**config.mk**
```make
export PLATFORM = sky130hd
export DESIGN_NAME = pwr_guard
export DESIGN_NICKNAME = d
export VERILOG_FILES = /design/src/rtl/pwr_guard_pkg.sv /design/src/rtl/pg_flag_filter.sv /design/src/rtl/pg_power_fsm.sv /design/src/rtl/pwr_guard.sv
export SDC_FILE = /design/constraint.sdc
export NUM_CORES = 1
export LEC_CHECK = 0
export ABC_AREA = 1
export CAP_MARGIN = 0
export CORE_MARGIN = 3
export CORE_UTILIZATION = 50
export DETAILED_ROUTE_END_ITERATION = 8
export DONT_BUFFER_PORTS = 1
export GPL_ROUTABILITY_DRIVEN = 0
export HOLD_SLACK_MARGIN = 0.05
export SLEW_MARGIN = 20
export SYNTH_ARGS = -nofsm -noshare
export SYNTH_HDL_FRONTEND = slang
export SYNTH_HIERARCHICAL = 1
export SYNTH_SLANG_ARGS = --single-unit
```
**constraint.sdc**
```tcl
create_clock -name clk -period 2.6 [get_ports clk]
set_clock_uncertainty 0.05 [all_clocks]
set_input_delay 0.26 -clock clk [delete_from_list [all_inputs] [get_ports clk]]
set_output_delay 0.26 -clock clk [all_outputs]
set_load 0.03 [all_outputs]
```
**src/rtl/pwr_guard_pkg.sv**
```systemverilog
package pwr_guard_pkg;

    typedef enum logic [2:0] {
        ST_SEALED  = 3'd0,
        ST_POWERED = 3'd1,
        ST_PROTECT = 3'd2,
        ST_BATTERY = 3'd3,
        ST_RECOVER = 3'd4
    } pg_state_e;

    localparam int FLAG_N    = 2;
    localparam int FLAG_OK   = 0;
    localparam int FLAG_LIVE = 1;

    typedef struct packed {
        logic wr_protect;
        logic ctl_inhibit;
        logic bat_sel;
        logic seal_intact;
    } pg_ctrl_t;

    function automatic longint unsigned us_to_cycles(longint unsigned hz,
                                                     longint unsigned us);
        return (hz * us) / 64'd1_000_000;
    endfunction

    function automatic int cnt_width(longint unsigned n);
        return (n < 2) ? 1 : $clog2(n + 1);
    endfunction

endpackage

```
**src/rtl/pg_flag_filter.sv**
```systemverilog
module pg_flag_filter #(
    parameter int DEB_CYC = 4
) (
    input  logic clk,
    input  logic rst,
    input  logic raw_a,
    output logic flt_q
);
    localparam int DW = (DEB_CYC < 2) ? 1 : $clog2(DEB_CYC + 1);

    logic [1:0]    meta_q;
    logic [DW-1:0] run_q;

    always_ff @(posedge clk) begin
        if (rst) begin
            meta_q <= '0;
            run_q  <= '0;
            flt_q  <= 1'b0;
        end else begin
            meta_q <= {meta_q[0], raw_a};
            if (!meta_q[1]) begin
                flt_q <= 1'b0;
                run_q <= '0;
            end else if (!flt_q) begin
                if (run_q == DW'(DEB_CYC - 1)) begin
                    flt_q <= 1'b1;
                end else begin
                    run_q <= run_q + 1'b1;
                end
            end
        end
    end


    deb_rise_chk: assert property (@(posedge clk) disable iff (rst)
        $rose(flt_q) |-> $past(meta_q[1]));


    fast_fall_chk: assert property (@(posedge clk) disable iff (rst)
        !meta_q[1] |=> !flt_q);

endmodule

```
**src/rtl/pg_power_fsm.sv**
```systemverilog
module pg_power_fsm
    import pwr_guard_pkg::*;
#(
    parameter longint unsigned PU_CYC  = 2,
    parameter longint unsigned REC_CYC = 4,
    parameter int              CW      = 3
) (
    input  logic     clk,
    input  logic     rst,
    input  logic     ok_f,
    input  logic     live_f,
    output pg_ctrl_t ctrl
);
    pg_state_e     state_q, state_d;
    logic [CW-1:0] tmr_q;

    always_comb begin
        state_d = state_q;
        unique case (state_q)
            ST_SEALED:  if (ok_f) state_d = ST_RECOVER;
            ST_POWERED: begin
                if (!live_f)    state_d = ST_BATTERY;
                else if (!ok_f) state_d = ST_PROTECT;
            end
            ST_PROTECT: begin
                if (!live_f)   state_d = ST_BATTERY;
                else if (ok_f) state_d = ST_RECOVER;
            end
            ST_BATTERY: if (live_f) state_d = ST_PROTECT;
            ST_RECOVER: begin
                if (!live_f)                          state_d = ST_BATTERY;
                else if (!ok_f)                       state_d = ST_PROTECT;
                else if (tmr_q == CW'(REC_CYC - 1))   state_d = ST_POWERED;
            end
            default: state_d = ST_SEALED;
        endcase
    end

    always_ff @(posedge clk) begin
        if (rst) begin
            state_q <= ST_SEALED;
            tmr_q   <= '0;
        end else begin
            state_q <= state_d;
            if (state_q == ST_RECOVER && state_d == ST_RECOVER) begin
                tmr_q <= tmr_q + 1'b1;
            end else begin
                tmr_q <= '0;
            end
        end
    end

    always_comb begin
        ctrl.seal_intact = (state_q == ST_SEALED);
        ctrl.bat_sel     = (state_q == ST_BATTERY);
        ctrl.wr_protect  = (state_q != ST_POWERED);
        ctrl.ctl_inhibit = (state_q != ST_POWERED) &&
                           !((state_q == ST_RECOVER) && (tmr_q >= CW'(PU_CYC)));
    end


    seal_stays_open_chk: assert property (@(posedge clk) disable iff (rst)
        !ctrl.seal_intact |=> !ctrl.seal_intact);


    fail_protect_chk: assert property (@(posedge clk) disable iff (rst)
        !ok_f |=> (ctrl.wr_protect && ctrl.ctl_inhibit));


    bat_on_chk: assert property (@(posedge clk) disable iff (rst)
        (!ctrl.seal_intact && !live_f) |=> ctrl.bat_sel);


    bat_off_chk: assert property (@(posedge clk) disable iff (rst)
        live_f |=> !ctrl.bat_sel);


    release_needs_ok_chk: assert property (@(posedge clk) disable iff (rst)
        $fell(ctrl.wr_protect) |-> $past(ok_f));


    sealed_no_bat_chk: assert property (@(posedge clk) disable iff (rst)
        ctrl.seal_intact |-> !ctrl.bat_sel);

endmodule

```
**src/rtl/pwr_guard.sv**
```systemverilog
module pwr_guard
    import pwr_guard_pkg::*;
#(
    parameter longint unsigned CLK_HZ  = 200_000_000,
    parameter int              DEB_CYC = 4,
    parameter longint unsigned PU_US   = 2_000,
    parameter longint unsigned REC_US  = 125_000
) (
    input  logic clk,
    input  logic rst,
    input  logic supply_ok_a,
    input  logic supply_live_a,
    output logic wr_protect_o,
    output logic ctl_inhibit_o,
    output logic bat_sel_o,
    output logic seal_intact_o
);
    localparam longint unsigned PU_CYC  = us_to_cycles(CLK_HZ, PU_US);
    localparam longint unsigned REC_CYC = us_to_cycles(CLK_HZ, REC_US);
    localparam int              CW      = cnt_width(REC_CYC);

    logic [FLAG_N-1:0] raw_v;
    logic [FLAG_N-1:0] flt_v;
    pg_ctrl_t          ctrl;

    assign raw_v[FLAG_OK]   = supply_ok_a;
    assign raw_v[FLAG_LIVE] = supply_live_a;

    for (genvar g = 0; g < FLAG_N; g++) begin : g_flag
        pg_flag_filter #(
            .DEB_CYC (DEB_CYC)
        ) i_filter (
            .clk   (clk),
            .rst   (rst),
            .raw_a (raw_v[g]),
            .flt_q (flt_v[g])
        );
    end

    pg_power_fsm #(
        .PU_CYC  (PU_CYC),
        .REC_CYC (REC_CYC),
        .CW      (CW)
    ) i_fsm (
        .clk    (clk),
        .rst    (rst),
        .ok_f   (flt_v[FLAG_OK]),
        .live_f (flt_v[FLAG_LIVE]),
        .ctrl   (ctrl)
    );

    assign wr_protect_o  = ctrl.wr_protect;
    assign ctl_inhibit_o = ctrl.ctl_inhibit;
    assign bat_sel_o     = ctrl.bat_sel;
    assign seal_intact_o = ctrl.seal_intact;


    inhibit_within_protect_chk: assert property (@(posedge clk) disable iff (rst)
        ctl_inhibit_o |-> wr_protect_o);

endmodule

```
After elaboration in Yosys (flattened, before gate mapping)
Cells that the tools add are included.
Widths: inputs -> output; s select.
{"block": "op_classes", "add_sub_neg": 3, "mul": 0, "div": 0, "magnitude_cmp": 1, "eq_ne": 9, "n_shift": 0, "muxes": 13, "bitwise": 7, "n_reduce_logical": 10}
{"cell": "$add 25x1->25 const B", "n": 1}
{"cell": "$eq 25x25->1 const B", "n": 1}
{"cell": "$ge 25x19->1 const B", "n": 1}
{"cell": "$mux 3", "n": 8}
{"cell": "$pmux 3 s5", "n": 1}
{"cell": "$eq 3x2->1 const B", "n": 4}
{"cell": "$not 1->1", "n": 7}
{"cell": "$add 3x1->3 const B", "n": 2}
{"cell": "$eq 3x3->1 const B", "n": 2}
{"cell": "$reduce_or 2->1", "n": 3}
{"cell": "$mux 1", "n": 4}
{"cell": "$reduce_and 2->1", "n": 2}
{"cell": "$eq 3x1->1 const B", "n": 1}
{"cell": "$logic_and 1x1->1", "n": 3}
{"cell": "$logic_not 3->1", "n": 1}
{"cell": "$ne 3x1->1 const B", "n": 1}
{"cell": "$logic_not 1->1", "n": 1}
{"block": "word_totals", "reg_bits": 40, "latch_bits": 0, "ram_bits": 0, "rom_bits": 0, "in_bits": 4, "output_inout_bits": 4, "mem_count": 0}

Longest topological paths before layout
Gate-level depths: netlist of the first run.
{"block": "logic_depth", "depth_word": 9, "ltp_mapped": 12, "depth_no_buf": 10}

Cells and area by module
Netlist of the first run, hierarchy kept.
{"module": "pg_power_fsm", "instances": 1, "cells_per_inst": 266, "area_each_um2": 1739.2, "seq_area_each_um2": 560.5}
{"module": "pg_flag_filter", "instances": 2, "cells_per_inst": 30, "area_each_um2": 239.0, "seq_area_each_um2": 120.1}

Worst setup path after synthesis of the first run
Ideal clock, no wire load.
{"block": "synth_path", "kind": "register to register", "startpoint": "register i_fsm.tmr_q[0]", "endpoint": "register i_fsm.tmr_q[0]", "setup_time_ns": 0.117, "arrival_ns": 1.443, "path_slack_ns": 0.990, "stages_incl_launch_ff": 12, "cell_sequence": "dfxtp_1 > ha_1 > nand2_1 > nor2_1 > nand3_1 > nor2_1 > nand2_1 > nand4_1 > nor2_2 > nand2_2 > buf_4 > nor2_1"}
{"block": "synth_between", "elab_chain_cells": 9, "word_cells_on_any_way": 10, "classes_between": "add/sub (1); eq/ne (2); mux (4); bitwise (1); reduce/logical (2)"}
{"item": "from (decl)", "line": "pg_power_fsm.sv:15", "source": "logic [CW-1:0] tmr_q;"}
{"item": "from (signal assigned)", "line": "pg_power_fsm.sv:46", "source": "tmr_q <= tmr_q + 1'b1;"}
{"item": "$eq 25x25->1", "line": "pg_power_fsm.sv:33", "source": "else if (tmr_q == CW'(REC_CYC - 1)) state_d = ST_POWERED;"}
{"item": "$mux 3", "line": "pg_power_fsm.sv:33"}
{"item": "$mux 3", "line": "pg_power_fsm.sv:32", "source": "else if (!ok_f) state_d = ST_PROTECT;"}
{"item": "$mux 3", "line": "pg_power_fsm.sv:31", "source": "if (!live_f) state_d = ST_BATTERY;"}
{"item": "$pmux 3 s5", "line": "pg_power_fsm.sv:19", "source": "unique case (state_q)"}
{"item": "$eq 3x3->1", "line": "pg_power_fsm.sv:45", "source": "if (state_q == ST_RECOVER && state_d == ST_RECOVER) begin"}
{"item": "$logic_and 1x1->1", "line": "pg_power_fsm.sv:45"}
{"item": "$not 1->1 (no source line)"}
{"item": "$reduce_or 2->1 (no source line)"}
Several ways; a longest one is shown, not always the timed one.
A chain may end at the register's enable or synchronous reset.

Worst setup path in the final report of the first run
{"block": "layout_path", "startpoint": "register i_fsm.tmr_q[8]", "endpoint": "output ctl_inhibit_o"}
{"block": "layout_between", "elab_chain_cells": 4}
{"item": "$ge 25x19->1", "line": "pg_power_fsm.sv:58", "source": "!((state_q == ST_RECOVER) && (tmr_q >= CW'(PU_CYC)));"}
{"item": "$logic_and 1x1->1", "line": "pg_power_fsm.sv:58"}
{"item": "$logic_not 1->1", "line": "pg_power_fsm.sv:58"}
{"item": "$logic_and 1x1->1", "line": "pg_power_fsm.sv:57", "source": "ctrl.ctl_inhibit = (state_q != ST_POWERED) &&"}
{"item": "to (decl)", "line": "pwr_guard.sv:14", "source": "output logic ctl_inhibit_o,"}
Every way passes these cells.

==> results.md, run 1 <==
* I/O Pins at 8
* Worst-skew pair later-pin latency at 0.30 ns
* Sink Count at 40
* Sequential share of power at 0.519
* Die height at 72.6 um
* Element type at the critical path start: flip-flop
* Sequential-to-total area share from yosys stat at 0.361
* Synth warn at 6
* # diodes at 0
* DR vias at 1898
* Fin cells at 383
* Synthesized instance count at 326
* DP Wirelength at 3.33 mm
* Logic pwr share at 0.051
* FF-to-FF setup slack at 0.53 ns
* Remaining antenna violation count at 0
* Clock share of power at 0.430
* Total grt overflow at 0
* Port Buffers at 0
* Cell family with most CP delay: compound AO/OA/AOI/OAI gates
* Synth-to-Final Area Change at 7.96%
* Drt wl/cell at 11.4 um
* Vias in the first global route at 1757
* Max Buffers Root-to-Sink at 2
* CTS H-tree depth at 2
* Max frequency at 465 MHz
* Final setup viols at 0
* Sw frac at 0.231
* Area of the core at 4140 um^2
* Yosys reg bits at 40
* Hold path depth at 3
* Total of max-cap violations at 0
* Setup WS post-layout at 0.449 ns
* Die area at 5270 um^2
* Post-Place Cells at 372
* Worst-margin pin slew at 0.650 ns
* Aggregate global-route resource usage at 0.189
* Syn Nets at 336
* Min Tclk post-route at 2.15 ns
* Initial Util at 0.535
* Net switching power at 0.000278 W
* Worst Path Required at 2.29 ns
* Hold Path Class: input pin to flip-flop
* Pwr dens at 503 nW/um^2
* Period Utilization, post-route at 0.827
* Via-to-Cell Ratio at 4.96
* Most numerous cell in the Yosys netlist: nand2_1
* Post-Place Setup Slack at 0.501 ns
* CTS tree: built
* Clock-pin slew on the worst setup and hold paths at 0.08 ns
* Final wirelength at 4.36 mm
* Maximum vdd drop at 0.000367 V
* Worst path bufs/invs at 0
* Worst hold slack at 0.0673 ns
* Cell taking the most area after synthesis: dfxtp_1
* CP Class: flip-flop to output pin
* Row Count at 23
* Layout cells sized above 1 at 0.0991
* Post-synth top area share at 0.361
* Status: finished, final reports clean
* CP arrival at 1.84 ns
* CP Max Fanout at 7
* Antenna violations before repair at 0
* Post-synth top flop: dfxtp_1
* P_int at 0.000926 W
* Worst r2r src: i_fsm/tmr_q[0]
* Fin. max-slew vios at 0
* Cell variety after synth at 32
* Clk root buf: clkbuf_8
* Cell Chain, Critical Path: o21ai_0 -> a21oi_1 -> o21ai_0 -> nand4_1 -> a21oi_1
* Hold Startpoint: rst
* Synthesized cell area at 2220 um^2
* Fillers at 428
* Top area cells in the synthesized netlist: dfxtp_1 (36%), nand2_1 (10%), nor2_1 (10%)
* Post-synth EDFFs at 0
* Slew HR at 0.568
* Cells on worst reg2reg path at 10
* Leakage power total at 0.845 nW
* Post-route DRC at 0
* Post-synth ARST share at 0
* Max stage delay cell, worst path: a21oi_1
* Min-Delay Endpoint: g_flag[0].i_filter/run_q[1]
* Avg Synthesized Cell Area at 6.80 um^2
* CTS buffer count at 5
* RSZ-0062 raised after global routing: no
* Fin. Hold Viols at 0
* Max incr delay on CP at 0.54 ns
* First-pass GRT wire length at 7.87 mm
* DIE WIDTH at 72.6 um
* Nets at 342
* Pin count of the biggest net entering global routing at 23
* Drt pass-1 iters at 4
* Critical path launch point: i_fsm/tmr_q[8]
* Detailed Route Iter0 Violations at 95
* Top cells by instance count after synthesis: nand2_1 (62), nor2_1 (61), inv_1 (53)
* RR Endpoint: i_fsm/tmr_q[2]
* Sum Neg Setup Slack at 0 ns
* CP endpoint kind: output pin
## sequential cells by signal, summed over array words and instances, names as in the netlist
name and flops:
i_fsm/tmr_q 25, g_flag.i_filter/meta_q 4, g_flag.i_filter/run_q 6, i_fsm/state_q 3, g_flag.i_filter/flt_q 2
## what timing repair did
action / 4_1_cts / 5_1_grt
setup buffers: 0 / 0
hold buffers: 3 / 0
hold endpoints to repair: 7 / 0
gates resized for setup: 0 / 0
## cell type report
type                       count  area, um^2  share of cell area
clock inverter                 3        46.3              0.0193
sequential                    40         801               0.335
timing repair buffer           3        30.0              0.0125
multi-input combinational    228        1180               0.494
inverter                      54         203              0.0847
clock buffer                   5        68.8              0.0288
tap                           50        62.6              0.0261
## how the worst max path moves through the flow
stage	end	slack, ns	cells after the start
after floorplan	i_fsm/tmr_q[0]	0.99	11
after global placement	i_fsm/tmr_q[16]	0.62	10
after detailed placement	i_fsm/tmr_q[2]	0.50	10
after CTS	ctl_inhibit_o	0.42	5
after global routing	i_fsm/tmr_q[16]	0.29	10
final	ctl_inhibit_o	0.45	5
## cells by family (layout without fill, tap and decap cells)
family          Yosys count  in the layout  synth area share
compound gates           26             26            0.0734
xor+xnor                  8              8            0.0316
fa+ha+maj                 6              6            0.0339
buf+inv                  58             65             0.106
flops                    40             40             0.361
simple gates            188            188             0.394
## metal layers
| metal | GRT usage | share of wire | vias up |
|---|---|---|---|
| li1 | - | - | 1037 |
| met1 | 0.275 | 0.54 | 826 |
| met2 | 0.267 | 0.41 | 31 |
| met3 | 0.0455 | 0.039 | 4 |
| met4 | 0.0738 | 0.011 | 0 |
| met5 | 0 | 0 | - |
## placed cells by master (no fill, tap or decap), drive strengths merged
cell,instances
and2,1
nor4,1
nand3,14
o211ai,1
nor3b,1
clkinvlp,1
a41oi,1
xor2,6
clkbuf,5
nor2,70
dlygate4sd3,3
or2,5
dfxtp,40
o21bai,2
nand2,65
xnor2,2
bufinv,1
inv,55
o31ai,1
a21oi,12
ha,6
nor3,15
nand4,16
o21ai,9
## power groups by stage
stage                     clock network (W)  logic [W]  registers (W)
after floorplan                           0  0.0000501       0.000639
after global placement                    0  0.0000560       0.000640
after detailed placement                  0  0.0000558       0.000640
after CTS                          0.000539  0.0000615       0.000626
after global routing               0.000574  0.0000698       0.000627
final                              0.000518  0.0000611       0.000625
## worst reg2reg max path: cells and delay by family (launching register included)
family        cells  cell delay (ns)
simple gates      9             1.25
flops             1             0.40
fa+ha+maj         1             0.24
## stage by stage
stage          power (W)  instance area (um^2)  utilization
5_1_grt          0.00127                  2390        0.578
6_report         0.00120                  2390        0.578
3_3_place_gp    0.000696                  2250        0.543
4_1_cts          0.00123                  2390        0.578
3_5_place_dp    0.000696                  2250        0.543
2_1_floorplan   0.000689                  2220            -
No activity file was read; power rests on OpenSTA's default activity.
==> run 2: changes to the inputs <==
--- a/config.mk
+++ b/config.mk
@@ -13,6 +13,7 @@
 export DONT_BUFFER_PORTS = 1
 export GPL_ROUTABILITY_DRIVEN = 0
 export HOLD_SLACK_MARGIN = 0.05
+export PLACE_DENSITY = 0.68
 export SLEW_MARGIN = 20
 export SYNTH_ARGS = -nofsm -noshare
 export SYNTH_HDL_FRONTEND = slang
==> constraint.sdc (replaced) <==
create_clock -name clk -period 1.9 [get_ports clk]
set_clock_uncertainty 0.05 [all_clocks]
set_input_delay 0.19 -clock clk [delete_from_list [all_inputs] [get_ports clk]]
set_output_delay 0.19 -clock clk [all_outputs]
set_load 0.03 [all_outputs]
==> results.md, run 2 (synthesis results as in run 1) <==
* CTS tree: built
* Antenna violations before repair at 0 (unchanged)
* Fin. Hold Viols at 0 (unchanged)
* Final setup viols at 0 (unchanged)
* Final wirelength at 4.77 mm (+9.6%)
* Post-Place Setup Slack at 0.163 ns (-0.339 ns)
* Via-to-Cell Ratio at 5.10 (+3.0%)
* Synth-to-Final Area Change at 11.5%
* First-pass GRT wire length at 8.31 mm (+5.6%)
* Total of max-cap violations at 0 (unchanged)
* DIE WIDTH at 72.6 um (unchanged)
* Hold Path Class: input pin to flip-flop
* Setup WS post-layout at 0.133 ns (-0.316 ns)
* Slew HR at 0.735 (+0.167)
* Max FFs per register at 25 (unchanged)
* Register area at 805 um^2 (+0.47%)
* Clock-pin slew on the worst setup and hold paths at 0.08 ns (about the same)
* Drt wl/cell at 12.2 um (+7.4%)
* Die height at 72.6 um (unchanged)
* Worst Path Required at 1.66 ns (-0.63 ns)
* Fin. max-slew vios at 0 (unchanged)
* Sink Count at 40 (unchanged)
* CTS H-tree depth at 2 (unchanged)
* CP Max Fanout at 7 (unchanged)
* CTS buffer count at 5 (unchanged)
* Most frequent cells in the layout: nand2_1 (62), nor2_1 (61), inv_1 (53)
* Max stage delay cell, worst path: dfxtp_2
* Critical path launch point: i_fsm/tmr_q[8]
* I/O Pins at 8 (unchanged)
* CP endpoint kind: output pin
* Sum Neg Setup Slack at 0 ns (unchanged)
* Worst path bufs/invs at 1 (+1)
* Hold Startpoint: rst
* Vias in the first global route at 1842 (+4.8%)
* DP Area at 2310 um^2 (+2.7%)
* Most common cell after layout, fill and taps aside: nand2_1
* Total grt overflow at 0 (unchanged)
* Remaining antenna violation count at 0 (unchanged)
* Aggregate global-route resource usage at 0.204 (+0.0152)
* Biggest regs: i_fsm/tmr_q: 25 flops, g_flag.i_filter/run_q: 6 flops, g_flag.i_filter/meta_q: 4 flops
* Drt pass-1 iters at 4 (unchanged)
* Worst-margin pin slew at 0.396 ns (-0.254 ns)
* Design area at 2470 um^2 (+3.2%)
* Leakage power total at 0.885 nW (+4.7%)
* Register with the most flip-flops: i_fsm/tmr_q
* Worst r2r src: i_fsm/tmr_q[1]
* DP Wirelength at 3.57 mm (+7.0%)
* Row Count at 23 (unchanged)
* Clk root buf: clkbuf_8
* Status: finished, final reports clean
* Pwr Total at 0.00166 W (+38%)
* Max incr delay on CP at 0.37 ns (-0.17 ns)
* Post-route DRC at 0 (unchanged)
* Initial Util at 0.535 (unchanged)
* Min Tclk post-route at 1.77 ns
* RSZ-0062 raised after global routing: no
* Area of the core at 4140 um^2 (unchanged)
* Pin count of the biggest net entering global routing at 15 (-35%)
* Period Utilization, post-route at 0.930
* Max frequency at 566 MHz
* Max Buffers Root-to-Sink at 2 (unchanged)
* Detailed Route Iter0 Violations at 106 (+12%)
* Layout cells sized above 1 at 0.132 (+0.0329)
* Element type at the critical path start: flip-flop
* Maximum vdd drop at 0.000409 V (+11%)
* Port Buffers at 0 (unchanged)
* Cell family with most CP delay: compound AO/OA/AOI/OAI gates
* Die area at 5270 um^2 (unchanged)
* DR vias at 1996 (+5.2%)
* Pwr dens at 673 nW/um^2 (+34%)
* Worst-skew pair later-pin latency at 0.30 ns (about the same)
* Fillers at 409 (-4.4%)
* Post-CTS Setup Bufs at 0 (unchanged)
* Nets at 350 (+2.3%)
* CP Class: flip-flop to output pin
* Cell Chain, Critical Path: o21ai_1 -> a21oi_1 -> o21ai_1 -> nand4_1 -> a21oi_1 -> buf_4
* # diodes at 0 (unchanged)
* Multi-input logic area at 1190 um^2 (+1.1%)
* CP arrival at 1.53 ns (-0.31 ns)
run 2: cell types whose count changed in the layout (fill, tap and decap cells not counted), moves of 2 or more:
| cell | previous run | this run |
|---|---|---|
| o21ai_0 | 9 | 7 |
| clkinv_4 | 0 | 2 |
| buf_4 | 0 | 8 |
| dfxtp_2 | 0 | 3 |
| dfxtp_1 | 40 | 37 |
| o21ai_1 | 0 | 2 |
run 2: path summary, 6_finish.rpt:
kind                                                endpoint  slack, ns  cells past startpoint
worst max-delay path                           ctl_inhibit_o       0.13                      6
worst min-delay path                        i_fsm/state_q[0]       0.10                      3
worst max register to register               i_fsm/tmr_q[22]       0.19                      9
worst min register to register  g_flag[0].i_filter/meta_q[1]       0.36                      2
run 2: worst register-to-register path, stage by stage (launching register included):
cell and delay [ns]:
dfxtp_1 0.40, ha_4 0.17, nand3_1 0.14, nor3_2 0.19
nand4_1 0.19, nor2_1 0.21, nand3_1 0.09, nand2_1 0.07
inv_1 0.03, nor2_1 0.10
run 2: report_power, final:
group          internal (W)  total (W)  leakage (nW)  switching, W
Clock              0.000395   0.000707        0.0583      0.000311
Combinational     0.0000368   0.000101         0.502     0.0000639
Sequential         0.000848   0.000856         0.325    0.00000765
run 2: metal layers:
layer  vias to the layer above  GRT usage  wire length [um]
met5                         -          0                 0
met4                         0     0.0820                94
met3                         8     0.0510               221
met2                        42      0.299              2040
met1                       891      0.287              2410
li1                       1055          -                 -
run 2: stage by stage:
| stage | cells | utilization | hold WS [ns] |
|---|---|---|---|
| 2_1_floorplan | 326 | - | 0.211 |
| 3_3_place_gp | 380 | 0.557 | 0.214 |
| 3_5_place_dp | 380 | 0.557 | 0.216 |
| 4_1_cts | 391 | 0.592 | 0.0915 |
| 5_1_grt | 391 | 0.596 | 0.130 |
| 6_report | 391 | 0.596 | 0.104 |
run 2: final cells by class:
cell class	instances	area share
Clock buffer	5	0.0278
Clock inverter	3	0.0192
Inverter	54	0.0820
Multi-Input combinational cell	228	0.484
Sequential cell	40	0.326
Tap cell	50	0.0253
Timing Repair Buffer	11	0.0365
run 2: timing repair:
| item | 4_1_cts | 5_1_grt |
|---|---|---|
| hold buffers | 3 | 0 |
| hold endpoints to repair | 13 | 0 |
| endpoints found under the setup margin | 1 | 3 |
| pin swaps | 0 | 1 |
| resized for setup | 1 | 6 |
==> run 3: changes to the inputs <==
--- a/config.mk
+++ b/config.mk
@@ -13,9 +13,8 @@
 export DONT_BUFFER_PORTS = 1
 export GPL_ROUTABILITY_DRIVEN = 0
 export HOLD_SLACK_MARGIN = 0.05
-export PLACE_DENSITY = 0.68
+export PLACE_DENSITY = 0.72
 export SLEW_MARGIN = 20
 export SYNTH_ARGS = -nofsm -noshare
 export SYNTH_HDL_FRONTEND = slang
-export SYNTH_HIERARCHICAL = 1
 export SYNTH_SLANG_ARGS = --single-unit
==> results.md, run 3 <==
* Final wirelength at 3.79 mm (-21%)
* Vias in the first global route at 1598 (-13%)
* FF-to-FF setup slack at 0.21 ns (+0.02 ns)
* Cts repair resizes at 0 (-1)
* DP Wirelength at 2.79 mm (-22%)
* DIE WIDTH at 70.2 um (-3.3%)
* Total grt overflow at 0 (unchanged)
* Biggest regs: i_fsm.tmr_q: 25 flops, g_flag.i_filter.run_q: 6 flops, g_flag.i_filter.meta_q: 4 flops
* Sequential-to-total area share from yosys stat at 0.389 (+0.0279)
* Avg Synthesized Cell Area at 7.12 um^2 (+4.7%)
* Post-Place Setup Slack at 0.240 ns (+0.0771 ns)
* CP Class: flip-flop to output pin
* Setup WS post-layout at 0.136 ns (+0.00281 ns)
* Post-Place Cells at 340 (-11%)
* Worst Path Required at 1.66 ns (about the same)
* Synth warn at 0 (-6)
* Die area at 4920 um^2 (-6.6%)
* Maximum vdd drop at 0.000501 V (+22%)
* CTS tree: built
* Worst-margin pin slew at 0.428 ns (+0.0319 ns)
* Most numerous cell in the Yosys netlist: nand2_1
* Top cells by instance count after synthesis: nand2_1 (56), nor2_1 (51), inv_1 (47)
* Syn Nets at 299 (-11%)
* Cell taking the most area after synthesis: dfxtp_1
* Period Utilization, post-route at 0.928 (-0.00148)
* Post-synth ARST share at 0 (unchanged)
* Critical path launch point: i_fsm.tmr_q[15]
* RSZ-0062 raised after global routing: no
* Worst-skew pair later-pin latency at 0.30 ns (about the same)
* Worst r2r src: i_fsm.tmr_q[0]
* Drt pass-1 iters at 5 (+1)
* Most frequent cells in the layout: nand2_1 (56), nor2_1 (51), inv_1 (47)
* Initial Util at 0.538 (+0.00291)
* Critical path capture point: ctl_inhibit_o
* Nets at 312 (-11%)
* Synth-to-Final Area Change at 11.7%
* # diodes at 0 (unchanged)
* DR vias at 1712 (-14%)
* Area of the core at 3830 um^2 (-7.7%)
* Pwr Total at 0.00167 W (+0.36%)
* Fin. max-slew vios at 0 (unchanged)
* Pwr dens at 726 nW/um^2 (+7.9%)
* Clock-pin slew on the worst setup and hold paths at 0.08 ns (about the same)
* Layout cells sized above 1 at 0.119 (-0.0132)
* Antenna violations before repair at 0 (unchanged)
* CP arrival at 1.52 ns (about the same)
* Max Buffers Root-to-Sink at 2 (unchanged)
* Post-route DRC at 0 (unchanged)
* Register with the most flip-flops: i_fsm.tmr_q
* Synthesized cell area at 2060 um^2 (-7.2%)
* Cells on worst reg2reg path at 10 (+1)
* Hold path depth at 3 (unchanged)
* Status: finished, final reports clean
* Critical path depth at 5 (-1)
* Max incr delay on CP at 0.38 ns (about the same)
* Cell Chain, Critical Path: nor4_1 -> a21o_1 -> nand4_1 -> a21oi_1 -> buf_4
* I/O Pins at 8 (unchanged)
* Post-synth top flop: dfxtp_1
* Sink Count at 40 (unchanged)
* Max frequency at 567 MHz (+0.16%)
* Total of max-cap violations at 0 (unchanged)
* Max stage delay cell, worst path: dfxtp_1
* Yosys reg bits at 40 (unchanged)
* Remaining antenna violation count at 0 (unchanged)
* Drt wl/cell at 10.8 um (-12%)
* CP endpoint kind: output pin
* Hold Path Class: input pin to flip-flop
* Leakage power total at 0.902 nW (+1.9%)
* Detailed Route Iter0 Violations at 60 (-43%)
* CTS H-tree depth at 2 (unchanged)
* Die height at 70.2 um (-3.3%)
* Post-synth EDFFs at 0 (unchanged)
* Synthesized instance count at 289 (-11%)
* Aggregate global-route resource usage at 0.171 (-0.0328)
* Post-synth top area share at 0.389 (+0.0279)
* Via-to-Cell Ratio at 4.88 (-4.5%)
* Cell variety after synth at 28 (-13%)
* Pin count of the biggest net entering global routing at 23 (+8)
* Top area cells in the synthesized netlist: dfxtp_1 (39%), nand2_1 (10%), nor2_1 (9.3%)
* CP Max Fanout at 6 (-1)
* Worst path bufs/invs at 1 (unchanged)
* Fin. Hold Viols at 0 (unchanged)
* Element type at the critical path start: flip-flop
* Cell family with most CP delay: flip-flops
* Most common cell after layout, fill and taps aside: nand2_1
* RR Endpoint: i_fsm.tmr_q[20]
* Row Count at 22 (-4.3%)
* Clk root buf: clkbuf_8
* First-pass GRT wire length at 6.85 mm (-18%)
* Min Tclk post-route at 1.76 ns (-0.00281 ns)
* Max FFs per register at 25 (unchanged)
* Sum Neg Setup Slack at 0 ns (unchanged)
* Slew HR at 0.712 (-0.0230)
* Final setup viols at 0 (unchanged)
* Port Buffers at 0 (unchanged)
* Fin cells at 351 (-10%)
* Final Util at 0.601 (+0.00440)
* CTS buffer count at 5 (unchanged)
-- run 3: cell types whose count changed in the layout (fill, tap and decap cells not counted), moves of 6 or more --
| cell | delta |
|---|---|
| a21oi_1 | +10 |
| inv_1 | -6 |
| nand2_1 | -6 |
| nand3_1 | -6 |
| nand4_1 | -10 |
| nor2_1 | -10 |
-- run 3: worst register-to-register path, cell delays in order (launching register included) --
cell     delay (ns)
dfxtp_1        0.39
ha_1           0.18
nand2_1        0.11
nor2_4         0.14
nand3_2        0.12
nor2_4         0.16
nand2_4        0.08
inv_2          0.06
nand3_1        0.09
nor2_1         0.15
nor3_2         0.06
-- run 3: routing by layer --
metal | global-route usage | wire length, um
met4 | 0.0638 | 47
met3 | 0.0475 | 199
met2 | 0.272 | 1710
met1 | 0.221 | 1830
met5 | 0 | 0
-- run 3: logic make-up after synthesis --
family,Yosys count,synth area share
buf+inv,50,0.0948
compound gates,27,0.0717
fa+ha+maj,6,0.0365
xor+xnor,9,0.0383
flops,40,0.389
simple gates,157,0.370
-- run 3: worst min-delay path by stage --
stage / start / end / slack, ns
6_report: rst / i_fsm.state_q[1] / 0.11
5_1_grt: rst / g_flag[1].i_filter.run_q[1] / 0.12
4_1_cts: rst / i_fsm.state_q[1] / 0.10
3_5_place_dp: rst / i_fsm.state_q[0] / 0.22
3_3_place_gp: rst / g_flag[0].i_filter.meta_q[1] / 0.21
2_1_floorplan: rst / g_flag[0].i_filter.meta_q[0] / 0.21
-- run 3: where the power goes --
| group | switching [W] | leakage, nW | internal (W) |
|---|---|---|---|
| combinational | 0.0000625 | 0.524 | 0.0000337 |
| sequential | 0.00000795 | 0.323 | 0.000849 |
| clock | 0.000321 | 0.0548 | 0.000396 |
| total | 0.000391 | 0.902 | 0.00128 |
-- run 3: cell type report --
class | instances | area (um^2)
sequential | 40 | 801
timing repair buffer | 8 | 80.1
clock inverter | 3 | 46.3
clock buffer | 5 | 68.8
inverter | 48 | 180
multi-input combinational | 199 | 1060
tap | 48 | 60.1
fill | 358 | 1530
-- run 3: repair_timing --
item                                    4_1_cts  5_1_grt
hold endpoints to repair                      8        0
hold buffers                                  3        0
endpoints found under the setup margin        0        0
buffers inserted                              0        0
-- run 3: through the flow --
stage	cell area [um^2]	hold slack, ns
finish	2300	0.107
global route	2300	0.124
CTS	2300	0.105
detailed placement	2150	0.216
global placement	2150	0.213
floorplan	2060	0.211
